<file path="config.mk">
export PLATFORM = sky130hd
export DESIGN_NAME = i2c_cbuf_ctrl
export DESIGN_NICKNAME = d
export VERILOG_FILES = /design/src/rtl/i2c_cbuf_pkg.sv /design/src/rtl/i2c_cbuf_cmdmem.sv /design/src/rtl/i2c_cbuf_payload.sv /design/src/rtl/i2c_cbuf_ctrl.sv
export SDC_FILE = /design/constraint.sdc
export NUM_CORES = 1
export LEC_CHECK = 0
export ABC_AREA = 0
export CAP_MARGIN = 10
export CORE_MARGIN = 2
export CORE_UTILIZATION = 60
export DETAILED_ROUTE_END_ITERATION = 12
export DONT_BUFFER_PORTS = 1
export HOLD_SLACK_MARGIN = 0.06
export PLACE_DENSITY = 0.86
export SLEW_MARGIN = 20
export SYNTH_ARGS = -nofsm -noshare
export SYNTH_HDL_FRONTEND = slang
export SYNTH_SLANG_ARGS = --single-unit
</file>
<file path="constraint.sdc">
create_clock -name clk -period 8.1 [get_ports clk]
set_clock_uncertainty 0.05 [all_clocks]
set_input_delay 0.81 -clock clk [delete_from_list [all_inputs] [get_ports clk]]
set_output_delay 0.81 -clock clk [all_outputs]
set_load 0.03 [all_outputs]
</file>
<file path="src/rtl/i2c_cbuf_pkg.sv">
package i2c_cbuf_pkg;
    typedef enum logic [2:0] {
        ST_SLEEP, ST_IDLE, ST_READY, ST_RECV, ST_BUSY, ST_WRAP
    } state_t;

    typedef enum logic [1:0] {SS_NONE, SS_WR, SS_RD} sess_t;

    localparam logic [7:0] PWR_STATUS = 8'h11;
    localparam logic [7:0] PARSE_ERR  = 8'h03;

    // One byte into the running CRC, least significant bit first.
    function automatic logic [15:0] crc16_step(input logic [15:0] c, input logic [7:0] d);
        logic [15:0] r;
        logic        fb;
        r = c;
        for (int i = 0; i < 8; i++) begin
            fb = d[i] ^ r[15];
            r  = {r[14:0], 1'b0} ^ (fb ? 16'h8005 : 16'h0000);
        end
        return r;
    endfunction

    localparam logic [15:0] PWR_CRC = crc16_step(crc16_step(16'h0000, 8'h04), PWR_STATUS);
endpackage

</file>
<file path="src/rtl/i2c_cbuf_cmdmem.sv">
module i2c_cbuf_cmdmem #(
    parameter int DEPTH = 84,
    parameter int AW    = $clog2(DEPTH)
) (
    input  logic          clk,
    input  logic          we,
    input  logic [AW-1:0] waddr,
    input  logic [7:0]    wdata,
    input  logic [AW-1:0] raddr,
    output logic [7:0]    rdata
);
    logic [7:0] mem [DEPTH];

    always_ff @(posedge clk) begin
        if (we) mem[waddr] <= wdata;
    end

    assign rdata = (int'(raddr) < DEPTH) ? mem[raddr] : 8'h00;
endmodule

</file>
<file path="src/rtl/i2c_cbuf_payload.sv">
module i2c_cbuf_payload #(
    parameter int         DEPTH = 32,
    parameter int         AW    = $clog2(DEPTH),
    parameter logic [7:0] RST0  = 8'h11
) (
    input  logic          clk,
    input  logic          rst_n,
    input  logic          we,
    input  logic [AW-1:0] waddr,
    input  logic [7:0]    wdata,
    input  logic [AW-1:0] raddr,
    output logic [7:0]    rdata
);
    logic [7:0] ent [DEPTH];

    for (genvar g = 0; g < DEPTH; g++) begin : g_ent
        always_ff @(posedge clk or negedge rst_n) begin
            if (!rst_n)                         ent[g] <= (g == 0) ? RST0 : 8'h00;
            else if (we && waddr == AW'(g))     ent[g] <= wdata;
        end
    end

    assign rdata = ent[raddr];
endmodule

</file>
<file path="src/rtl/i2c_cbuf_ctrl.sv">
module i2c_cbuf_ctrl
    import i2c_cbuf_pkg::*;
#(
    parameter int BUF_BYTES = 84,
    parameter int MAX_RES   = 32,
    parameter int MIN_CMD   = 4,
    localparam int CMD_AW   = $clog2(BUF_BYTES)
) (
    input  logic              clk,
    input  logic              rst_n,
    input  logic [6:0]        dev_addr,
    input  logic              sleep_req,
    input  logic              idle_req,
    input  logic              wake_req,
    input  logic              addr_vld,
    input  logic [7:0]        addr_byte,
    output logic              addr_ack,
    input  logic              wr_vld,
    input  logic [7:0]        wr_byte,
    output logic              wr_ack,
    input  logic              rd_req,
    output logic [7:0]        rd_data,
    output logic              exec_start,
    output logic [7:0]        cmd_len,
    input  logic [CMD_AW-1:0] cmd_raddr,
    output logic [7:0]        cmd_rdata,
    input  logic              res_vld,
    input  logic [7:0]        res_byte,
    input  logic              exec_done,
    input  logic              exec_err,
    input  logic [7:0]        exec_code
);
    localparam int PTR_W  = CMD_AW + 1;
    localparam int BLK_W  = $clog2(MAX_RES + 4);
    localparam int RES_W  = $clog2(MAX_RES + 1);
    localparam int PAY_AW = $clog2(MAX_RES);

    state_t             st_q, st_d;
    sess_t              sess_q;
    logic [PTR_W-1:0]   wr_ptr_q;
    logic [7:0]         cnt_q;
    logic [BLK_W-1:0]   len_q, rd_ptr_q, wrap_idx_q;
    logic [RES_W-1:0]   res_n_q, res_total;
    logic [15:0]        crc_q, acc_q;
    logic               start_q;

    logic               open_st, room, wr_take, rd_live;
    logic [7:0]         lim, pay_rd, out_byte, wrap_byte;
    logic [BLK_W-1:0]   pay_idx;
    logic               pw_en;
    logic [PAY_AW-1:0]  pw_addr;
    logic [7:0]         pw_data;

    // ---------------- handshake decisions ----------------
    always_comb begin
        open_st   = (st_q == ST_READY) || (st_q == ST_RECV);
        lim       = (cnt_q > 8'(BUF_BYTES)) ? 8'(BUF_BYTES) : cnt_q;
        room      = (st_q == ST_READY) || (8'(wr_ptr_q) < lim);
        addr_ack  = addr_vld && (addr_byte[7:1] == dev_addr) && open_st;
        wr_take   = wr_vld && (sess_q == SS_WR) && open_st && room && !sleep_req && !idle_req;
        wr_ack    = wr_take;
        rd_live   = rd_req && (sess_q == SS_RD) && (st_q == ST_READY);
        res_total = res_n_q + RES_W'(res_vld && (res_n_q < RES_W'(MAX_RES)));
        pay_idx   = ((st_q == ST_WRAP) ? wrap_idx_q : rd_ptr_q) - BLK_W'(1);
        if (rd_ptr_q == 0)                         out_byte = 8'(len_q);
        else if (rd_ptr_q == len_q - BLK_W'(2))    out_byte = crc_q[7:0];
        else if (rd_ptr_q == len_q - BLK_W'(1))    out_byte = crc_q[15:8];
        else                                       out_byte = pay_rd;
        wrap_byte = (wrap_idx_q == 0) ? 8'(len_q) : pay_rd;
        rd_data   = rd_live ? out_byte : 8'hFF;
    end

    // ---------------- payload write port ----------------
    always_comb begin
        pw_en   = 1'b0;
        pw_addr = '0;
        pw_data = 8'h00;
        if (!sleep_req) begin
            if (st_q == ST_SLEEP && wake_req) begin
                pw_en = 1'b1; pw_data = PWR_STATUS;
            end else if (st_q == ST_READY && wr_take && wr_byte < 8'(MIN_CMD)) begin
                pw_en = 1'b1; pw_data = PARSE_ERR;
            end else if (st_q == ST_BUSY && exec_done && exec_err) begin
                pw_en = 1'b1; pw_data = exec_code;
            end else if (st_q == ST_BUSY && res_vld && res_n_q < RES_W'(MAX_RES)) begin
                pw_en = 1'b1; pw_addr = PAY_AW'(res_n_q); pw_data = res_byte;
            end
        end
    end

    // ---------------- next state ----------------
    always_comb begin
        st_d = st_q;
        if (sleep_req) st_d = ST_SLEEP;
        else begin
            unique case (st_q)
                ST_SLEEP: if (wake_req) st_d = ST_READY;
                ST_IDLE:  if (wake_req) st_d = (wr_ptr_q == 0) ? ST_READY : ST_RECV;
                ST_READY: if (idle_req) st_d = ST_IDLE;
                          else if (wr_take) st_d = (wr_byte < 8'(MIN_CMD)) ? ST_WRAP : ST_RECV;
                ST_RECV:  if (idle_req) st_d = ST_IDLE;
                          else if (wr_take && (8'(wr_ptr_q) + 8'd1 == cnt_q)) st_d = ST_BUSY;
                ST_BUSY:  if (exec_done) st_d = ST_WRAP;
                ST_WRAP:  if (wrap_idx_q == len_q - BLK_W'(3)) st_d = ST_READY;
                default:  st_d = ST_SLEEP;
            endcase
        end
    end

    // ---------------- state register ----------------
    always_ff @(posedge clk or negedge rst_n) begin
        if (!rst_n) st_q <= ST_READY;
        else        st_q <= st_d;
    end

    // ---------------- datapath registers ----------------
    always_ff @(posedge clk or negedge rst_n) begin
        if (!rst_n) begin
            sess_q <= SS_NONE;  wr_ptr_q <= '0;  cnt_q <= 8'h00;
            len_q <= BLK_W'(4); rd_ptr_q <= '0;  wrap_idx_q <= '0;
            res_n_q <= '0;      crc_q <= PWR_CRC; acc_q <= 16'h0000;
            start_q <= 1'b0;
        end else begin
            start_q <= (st_q == ST_RECV) && (st_d == ST_BUSY);
            if (addr_vld) sess_q <= addr_ack ? (addr_byte[0] ? SS_RD : SS_WR) : SS_NONE;
            if (rd_live) rd_ptr_q <= (rd_ptr_q == len_q - BLK_W'(1)) ? '0 : rd_ptr_q + BLK_W'(1);
            if (wr_take) begin
                if (st_q == ST_READY) begin
                    cnt_q <= wr_byte; wr_ptr_q <= PTR_W'(1);
                end else begin
                    wr_ptr_q <= wr_ptr_q + PTR_W'(1);
                end
            end
            if (st_q == ST_SLEEP && st_d == ST_READY) begin
                len_q <= BLK_W'(4); crc_q <= PWR_CRC; rd_ptr_q <= '0;
            end
            if (st_q == ST_RECV && st_d == ST_BUSY) begin
                wr_ptr_q <= '0; res_n_q <= '0;
            end
            if (st_q == ST_BUSY && res_vld && res_n_q < RES_W'(MAX_RES)) res_n_q <= res_n_q + RES_W'(1);
            if (st_q != ST_WRAP && st_d == ST_WRAP) begin
                wrap_idx_q <= '0; acc_q <= 16'h0000; wr_ptr_q <= '0;
                if (st_q == ST_READY || exec_err) len_q <= BLK_W'(4);
                else                              len_q <= BLK_W'(res_total) + BLK_W'(3);
            end
            if (st_q == ST_WRAP) begin
                acc_q      <= crc16_step(acc_q, wrap_byte);
                wrap_idx_q <= wrap_idx_q + BLK_W'(1);
                if (st_d == ST_READY) begin
                    crc_q <= crc16_step(acc_q, wrap_byte); rd_ptr_q <= '0;
                end
            end
            if (sleep_req) begin
                sess_q <= SS_NONE; wr_ptr_q <= '0;
            end
        end
    end

    assign exec_start = start_q;
    assign cmd_len    = cnt_q;

    i2c_cbuf_cmdmem #(.DEPTH(BUF_BYTES), .AW(CMD_AW)) u_cmdmem (
        .clk   (clk),
        .we    (wr_take),
        .waddr ((st_q == ST_READY) ? '0 : wr_ptr_q[CMD_AW-1:0]),
        .wdata (wr_byte),
        .raddr (cmd_raddr),
        .rdata (cmd_rdata)
    );

    i2c_cbuf_payload #(.DEPTH(MAX_RES), .AW(PAY_AW), .RST0(PWR_STATUS)) u_payload (
        .clk   (clk),
        .rst_n (rst_n),
        .we    (pw_en),
        .waddr (pw_addr),
        .wdata (pw_data),
        .raddr (pay_idx[PAY_AW-1:0]),
        .rdata (pay_rd)
    );

    // ---------------- assertions ----------------

    start_in_busy_chk: assert property (@(posedge clk) disable iff (!rst_n)
        exec_start |-> st_q == ST_BUSY);

    buf_cap_chk: assert property (@(posedge clk) disable iff (!rst_n)
        wr_ptr_q <= PTR_W'(BUF_BYTES));

    full_nack_chk: assert property (@(posedge clk) disable iff (!rst_n)
        (wr_vld && wr_ptr_q >= PTR_W'(BUF_BYTES)) |-> !wr_ack);

    rd_ptr_range_chk: assert property (@(posedge clk) disable iff (!rst_n)
        (st_q == ST_READY) |-> rd_ptr_q < len_q);

    blk_len_chk: assert property (@(posedge clk) disable iff (!rst_n)
        len_q >= BLK_W'(4) && len_q <= BLK_W'(MAX_RES + 3));

    busy_nack_chk: assert property (@(posedge clk) disable iff (!rst_n)
        (addr_vld && (st_q == ST_BUSY || st_q == ST_WRAP)) |-> !addr_ack);

    partial_ff_chk: assert property (@(posedge clk) disable iff (!rst_n)
        (rd_req && st_q == ST_RECV) |-> rd_data == 8'hFF);

    result_nonempty_chk: assert property (@(posedge clk) disable iff (!rst_n)
        (st_q == ST_BUSY && exec_done && !exec_err) |-> res_total != 0);
endmodule

</file>
; ---- Word level (Yosys, flattened, before mapping)
; Memories as Yosys holds them, arrays and structs flattened.
; Cells that the tools add are included.
[classes]
shift = 0
muxes = 75
magnitude_cmp = 6
div = 0
eq_ne = 47
add_sub_neg = 10
n_reduce_logical = 69
multipliers = 0
bitwise_logic = 17
[ops]
columns = operator, n
row1 = 2-to-1 mux 16 bit, 13
row2 = 2-to-1 mux 8 bit, 19
row3 = XOR 16 bit, 8
row4 = "== test 5 bit, second input constant", 16
row5 = 2-to-1 mux 6 bit, 12
row6 = logical AND 1 bit, 53
row7 = binary-select mux 8 bit (select 5 bit), 1
row8 = "== test 5 x 4 -> 1 bit, second input constant", 8
row9 = 2-to-1 mux 3 bit, 10
row10 = 2-to-1 mux 5 bit, 6
row11 = "== test 5 x 3 -> 1 bit, second input constant", 4
row12 = "adder 6 x 1 -> 6 bit, second input constant", 3
row13 = == test 6 bit, 3
row14 = case mux 3 bit (6 select lines), 1
row15 = "== test 3 bit, second input constant", 4
row16 = zero test 6 bit, 2
row17 = "subtractor 6 x 2 -> 6 bit, second input constant", 2
row18 = "== test 5 x 2 -> 1 bit, second input constant", 2
row19 = "== test 3 x 2 -> 1 bit, second input constant", 3
row20 = "adder 8 x 1 -> 8 bit, second input constant", 1
row21 = == test 8 bit, 1
row22 = "> comparator 8 x 7 -> 1 bit, second input constant", 1
row23 = zero test 8 bit, 1
row24 = "less-than comparator 8 x 3 -> 1 bit, second input constant", 1
row25 = 26 further kinds, 49
[totals]
mem_bits_rw = 672
wordCells = 268
mem_bits_ro = 0
inputBits = 57
out_inout_bits = 27
mem_count = 1
ff_bits = 334
latchBits = 0
[mem_list]
columns = name, words, word_bits, rd, rd_clocked_by_memory_dff, wr, line
row1 = u_cmdmem.mem, 84, 8, 1, 0, 1, i2c_cbuf_cmdmem.sv:12  ; logic [7:0] mem [DEPTH];

; ---- Logic depth before layout (Yosys ltp)
[depth]
word_depth = 34
depth_mapped = 24
depth_no_buf = 16

; ---- By module
; A second synthesis with hierarchy kept.
[unflattened]
hier_cells = 2533
area_unflattened_um2 = 43439.2
[by_module_without_submodules]
columns = module, area_each_um2, cells_each, seq_area_each_um2, n_inst
row1 = i2c_cbuf_cmdmem, 26206.4, 1200, 20179.4, 1
row2 = i2c_cbuf_payload, 11676.2, 699, 6408.6, 1
row3 = i2c_cbuf_ctrl, 5556.6, 634, 1963.1, 1

; ---- Worst setup path before layout
; OpenSTA, ideal clock, no wires.
[synth_timing]
kind = register -> output
start = register st_q[1]
end = output rd_data[7]
path_stages_with_launch = 24
n_path_buf = 9
setup_slack_ns = 1.777
arrival_time_ns = 5.463
required_ns = 7.240
cell_sequence = dfstp_2 buf_6 nand3b_4 buf_6 clkbuf_1 clkbuf_1 clkbuf_1 nor2_1 a21oi_1 ha_1 clkbuf_1 inv_2 buf_1 clkbuf_1 clkbuf_1 mux4_2 nand2_1 and3_1 a211oi_1 a31oi_1 or2_2 a21oi_1 a21oi_1 o21ai_0
[synth_between]
elab_chain_len = 11
elab_cells_between_ends = 13
classes_between = 1 x add/sub / 2 x eq/ne / 8 x mux / 1 x bitwise / 1 x reduce/logical
[synth_rtl]
columns = item, line
row1 = from (decl), i2c_cbuf_ctrl.sv:38  ; state_t st_q, st_d;
row2 = from (signal assigned), i2c_cbuf_ctrl.sv:113  ; else st_q <= st_d;
row3 = == test 3 bit, i2c_cbuf_ctrl.sv:64  ; pay_idx = ((st_q == ST_WRAP) ? wrap_idx_q : rd_ptr_q) - BLK_W'(1);
row4 = 2-to-1 mux 5 bit, i2c_cbuf_ctrl.sv:64
row5 = subtractor 5 x 1 -> 5 bit, i2c_cbuf_ctrl.sv:64
row6 = inverter 5 -> 6 bit (not written as such), i2c_cbuf_payload.sv:23  ; assign rdata = ent[raddr];
row7 = binary-select mux 8 bit (select 5 bit), i2c_cbuf_payload.sv:23
row8 = 2-to-1 mux 8 bit (not written as such) (2 in a row), i2c_cbuf_payload.sv:23
row9 = 2-to-1 mux 8 bit, i2c_cbuf_ctrl.sv:67  ; else if (rd_ptr_q == len_q - BLK_W'(1)) out_byte = crc_q[15:8];
row10 = 2-to-1 mux 8 bit, i2c_cbuf_ctrl.sv:66  ; else if (rd_ptr_q == len_q - BLK_W'(2)) out_byte = crc_q[7:0];
row11 = 2-to-1 mux 8 bit, i2c_cbuf_ctrl.sv:65  ; if (rd_ptr_q == 0) out_byte = 8'(len_q);
row12 = 2-to-1 mux 8 bit (*), i2c_cbuf_ctrl.sv:70  ; rd_data = rd_live ? out_byte : 8'hFF;
row13 = to (decl), i2c_cbuf_ctrl.sv:22  ; output logic [7:0] rd_data,
; Every way passes the cells marked *; elsewhere a longest branch is shown, timed or not. The select of a mux whose other input is x is not followed.

; ---- Worst setup path in the final report
[layout_timing]
start = register st_q[2]
end = output rd_data[4]
; Same word-level chain as after synthesis.

==> impl_metrics.xml <==
<?xml version="1.0" encoding="UTF-8"?>
<metrics>
  <group name="run_status">
    <metric name="outcome" unit="">finished, violations left</metric>
    <metric name="violations_in_the_final_reports" unit="">hold timing</metric>
  </group>
  <group name="final_layout">
    <metric name="final_common_cell" unit="">edfxtp_1</metric>
    <metric name="layout-drive-gt1-share" unit="">0.2478</metric>
    <metric name="final_core_utilization" unit="">0.6663</metric>
    <metric name="number_of_nets_in_the_final_layout" unit="">2762</metric>
    <metric name="layout_common_cells" unit="">672 x edfxtp_1, 323 x dfrtp_1, 232 x mux4_2, 229 x mux2_2, 180 x nor2_1</metric>
    <metric name="nFillCells" unit="">4475</metric>
    <metric name="areaGrowthSynthToFinish" unit="%">9.760</metric>
    <metric name="multi_input_area" unit="um2">14210</metric>
    <metric name="area.sequential" unit="um2">28550</metric>
  </group>
  <group name="routing">
    <metric name="drc" unit="">0</metric>
    <metric name="detailroute.via_count" unit="">25780</metric>
    <metric name="met1_length" unit="um">41080</metric>
    <metric name="highest-signal-layer" unit="">met4</metric>
    <metric name="met2WireLength" unit="um">55740</metric>
    <metric name="dr.first_iter.drc_count" unit="">3798</metric>
    <metric name="drt_pass1_iterations" unit="">6</metric>
    <metric name="routedWlPerCell" unit="um">30.55</metric>
    <metric name="post_drt_via_cell_ratio" unit="">6.944</metric>
    <metric name="ant_nets" unit="">0</metric>
    <metric name="met3RoutedLength" unit="um">10880</metric>
    <metric name="wirelength" unit="um">113400</metric>
  </group>
  <group name="floorplanning">
    <metric name="fp.dieW" unit="um">273.2</metric>
    <metric name="row_count" unit="">98</metric>
    <metric name="top_level_ports" unit="">84</metric>
    <metric name="starting_density_of_the_core" unit="">0.6071</metric>
    <metric name="core_region_area" unit="um2">71610</metric>
    <metric name="dieHeight" unit="um">273.2</metric>
    <metric name="die_area" unit="um2">74620</metric>
  </group>
  <group name="power">
    <metric name="power.share.switching" unit="">0.2103</metric>
    <metric name="p_clk_frac" unit="">0.447</metric>
    <metric name="netSwitchingPower" unit="uW">2242</metric>
    <metric name="ir_drop_worst_vdd" unit="mV">0.1712</metric>
    <metric name="power.combinational.fraction" unit="">0.034</metric>
    <metric name="pwr_density_cell" unit="nW/um2">223.4</metric>
    <metric name="static-leakage-power" unit="uW">0.01736</metric>
    <metric name="seq_power_share" unit="">0.519</metric>
    <metric name="p_int" unit="uW">8418</metric>
  </group>
  <group name="worst_setup_path">
    <metric name="cp-start-kind" unit="">register</metric>
    <metric name="worstRegToRegCells" unit="">16</metric>
    <metric name="critPathKind" unit="">reg -&gt; out</metric>
    <metric name="timing.critical_path.fanout_max" unit="">54</metric>
    <metric name="worst_setup_ep_type" unit="">primary output</metric>
    <metric name="worst_ep_required_time" unit="ns">7.24</metric>
    <metric name="critical_path_at" unit="ns">6.38</metric>
  </group>
  <group name="synth">
    <metric name="synth-async-reset-ratio" unit="">0.3320</metric>
    <metric name="number_of_storage_elements_in_the_synthesis_netlist" unit="">1006</metric>
    <metric name="synthesis.instances" unit="">2704</metric>
    <metric name="synth_flop_cell" unit="">edfxtp_1</metric>
    <metric name="seq_total_area_yosys" unit="">0.6568</metric>
    <metric name="synth-edff-count" unit="">672</metric>
    <metric name="postSynthAreaPerCell" unit="um2">16.08</metric>
    <metric name="synth.yosys.warnings" unit="">0</metric>
    <metric name="syn-cell-area" unit="um2">43470</metric>
    <metric name="netlist.top_cell.by_area" unit="">edfxtp_1</metric>
    <metric name="synth_cell_type_count" unit="">76</metric>
    <metric name="syn-num-nets" unit="">2783</metric>
    <metric name="synth_top_area_share" unit="">0.4642</metric>
    <metric name="synth.area.top_cells" unit="">edfxtp_1 46%, dfrtp_1 19%, mux4_2 12%, mux2_2 5.9%, mux2i_1 1.6%</metric>
  </group>
  <group name="global_routing">
    <metric name="grt_pass1_wl" unit="um">171300</metric>
    <metric name="maximum_number_of_pins_on_one_net_before_global_route_repair" unit="">335</metric>
    <metric name="antenna_violations_before_repair" unit="">1</metric>
    <metric name="number_of_global_route_vias_before_repair" unit="">26190</metric>
    <metric name="global_route.overflow_total" unit="">0</metric>
    <metric name="global_route.usage.total" unit="">0.3097</metric>
  </group>
  <group name="placement">
    <metric name="numPortBuffers" unit="">0</metric>
    <metric name="detailedPlacementHpwl" unit="um">66380</metric>
    <metric name="gp_congestion" unit="">0.9331</metric>
  </group>
  <group name="clock_network">
    <metric name="cts_tree" unit="">yes</metric>
    <metric name="clk_root_buffer_cell" unit="">clkbuf_16</metric>
    <metric name="post_cts_resize_count" unit="">0</metric>
    <metric name="clk_latency" unit="ns">0.68</metric>
    <metric name="path_clk_slew" unit="ns">0.06</metric>
    <metric name="clock_sink_count" unit="">1006</metric>
    <metric name="cts-buffers-inserted" unit="">98</metric>
    <metric name="cts-root-to-sink-buffers" unit="">3</metric>
    <metric name="cts_max_level" unit="">3</metric>
    <metric name="postCtsSetupBuffers" unit="">0</metric>
  </group>
  <group name="job">
    <metric name="timing.max_cap.violations" unit="">0</metric>
  </group>
  <group name="timing">
    <metric name="rsz0062_at_grt" unit="">false</metric>
    <metric name="setup-violations-final" unit="">0</metric>
    <metric name="timing_max_transition_violations_final" unit="">0</metric>
    <metric name="clock.fmax" unit="MHz">138.0</metric>
    <metric name="worst_hold_slack" unit="ns">-0.1886</metric>
    <metric name="finalWorstPathRequiredPeriod" unit="ns">7.244</metric>
    <metric name="worst_slew_pin_slew" unit="ns">1.210</metric>
    <metric name="slew_headroom" unit="">0.1901</metric>
    <metric name="timing_hold_violations_final" unit="">323</metric>
    <metric name="setup-tns-final" unit="ns">0</metric>
    <metric name="final_clock_period_utilization_by_the_worst_path" unit="">0.8944</metric>
  </group>
  <group name="min_path">
    <metric name="hp-class" unit="">in -&gt; async</metric>
  </group>
</metrics>
==> metal layers <==
layer	track usage	vias to the layer above
met5	0	-
met4	0.1327	0
met2	0.5053	1721
li1	-	10490
met3	0.06247	388
met1	0.4097	13180
==> metrics by stage <==
stage | area [um2] | cells | hold WS [ns] | setup slack [ns] | power (uW)
finish | 47710 | 3712 | -0.1886 | 0.8556 | 10660
global route | 47710 | 3711 | -0.2178 | 0.5618 | 10890
CTS | 47690 | 3710 | -0.2182 | 0.9724 | 10680
detailed placement | 44340 | 3533 | 0.4151 | 1.633 | 5985
global placement | 44330 | 3533 | 0.4073 | 1.674 | 5972
floorplan | 43470 | 2704 | 0.3944 | 1.777 | 5937
==> state kept, by name, summed over array words and instances (netlist names) <==
name           flops
wr_ptr_q           8
cmd_len            8
wrap_idx_q         6
u_cmdmem.mem     672
exec_start         1
acc_q             16
len_q              6
res_n_q            6
sess_q             2
st_q               3
u_payload.ent    256
rd_ptr_q           6
crc_q             16
==> path summary, 6_finish.rpt <==
check	slack, ns	end	startpoint
worst min register to register	0.44	u_payload.ent[159]$_DFFE_PN0P_	u_payload.ent[159]$_DFFE_PN0P_
max in group asynchronous	7.66	cmd_len[5]$_DFFE_PN0P_	rst_n
min in group clk	0.16	sess_q[0]$_DFFE_PN0P_	sleep_req
worst max register to register	1.47	acc_q[15]$_DFFE_PN0P_	st_q[2]$_DFF_PN0_
worst min-delay path	-0.19	u_payload.ent[40]$_DFFE_PN0P_	rst_n
worst max-delay path	0.86	rd_data[4]	st_q[2]$_DFF_PN0_
==> power by group through the flow <==
stage | Combinational [uW] | Sequential (uW) | Clock (uW)
2_1_floorplan | 306 | 5630 | 0
3_3_place_gp | 333 | 5640 | 0
3_5_place_dp | 344 | 5640 | 0
4_1_cts | 353 | 5540 | 4790
5_1_grt | 377 | 5540 | 4970
6_report | 361 | 5540 | 4760
==> synth_stat cells (45+ instances only) <==
master and instances:
mux2i_1 71, nor2_1 185, a21oi_1 67, clkbuf_1 128, nand3_1 50, xnor2_1 45, mux4_2 232, nand2_1 164
dfrtp_1 323, edfxtp_1 672, o21ai_0 96, mux2_2 229
==> worst max-delay path, cell delays in order, from the launching register on <==
cell	delay, ns
dfrtp_1	0.69
nand3b_4	0.63
mux2i_4	0.33
buf_4	0.33
inv_4	0.05
ha_1	0.27
buf_4	0.23
inv_2	0.76
mux4_2	0.36
a221oi_1	0.09
o41ai_1	1.02
nor2_1	0.19
o21ai_0	0.20
mux2i_1	0.09
o211ai_1	0.17
buf_4	0.20
==> kinds of logic after synthesis <==
family / share of synthesized area
compound gates: 0.04913
xor+xnor: 0.01459
fa+ha+maj: 0.006332
buf+inv: 0.01779
flops: 0.6568
mux: 0.1964
other cells: 0.00008627
simple gates: 0.05889
==> final cells by class <==
type	count	area share
antenna	2	0.0001049
clock buffer	121	0.05491
clock inverter	56	0.01529
inverter	27	0.002177
multi-input combinational	1509	0.2978
sequential	1006	0.5984
tap	950	0.02491
timing repair buffer	41	0.006451
No activity file was read; power rests on OpenSTA's default activity.
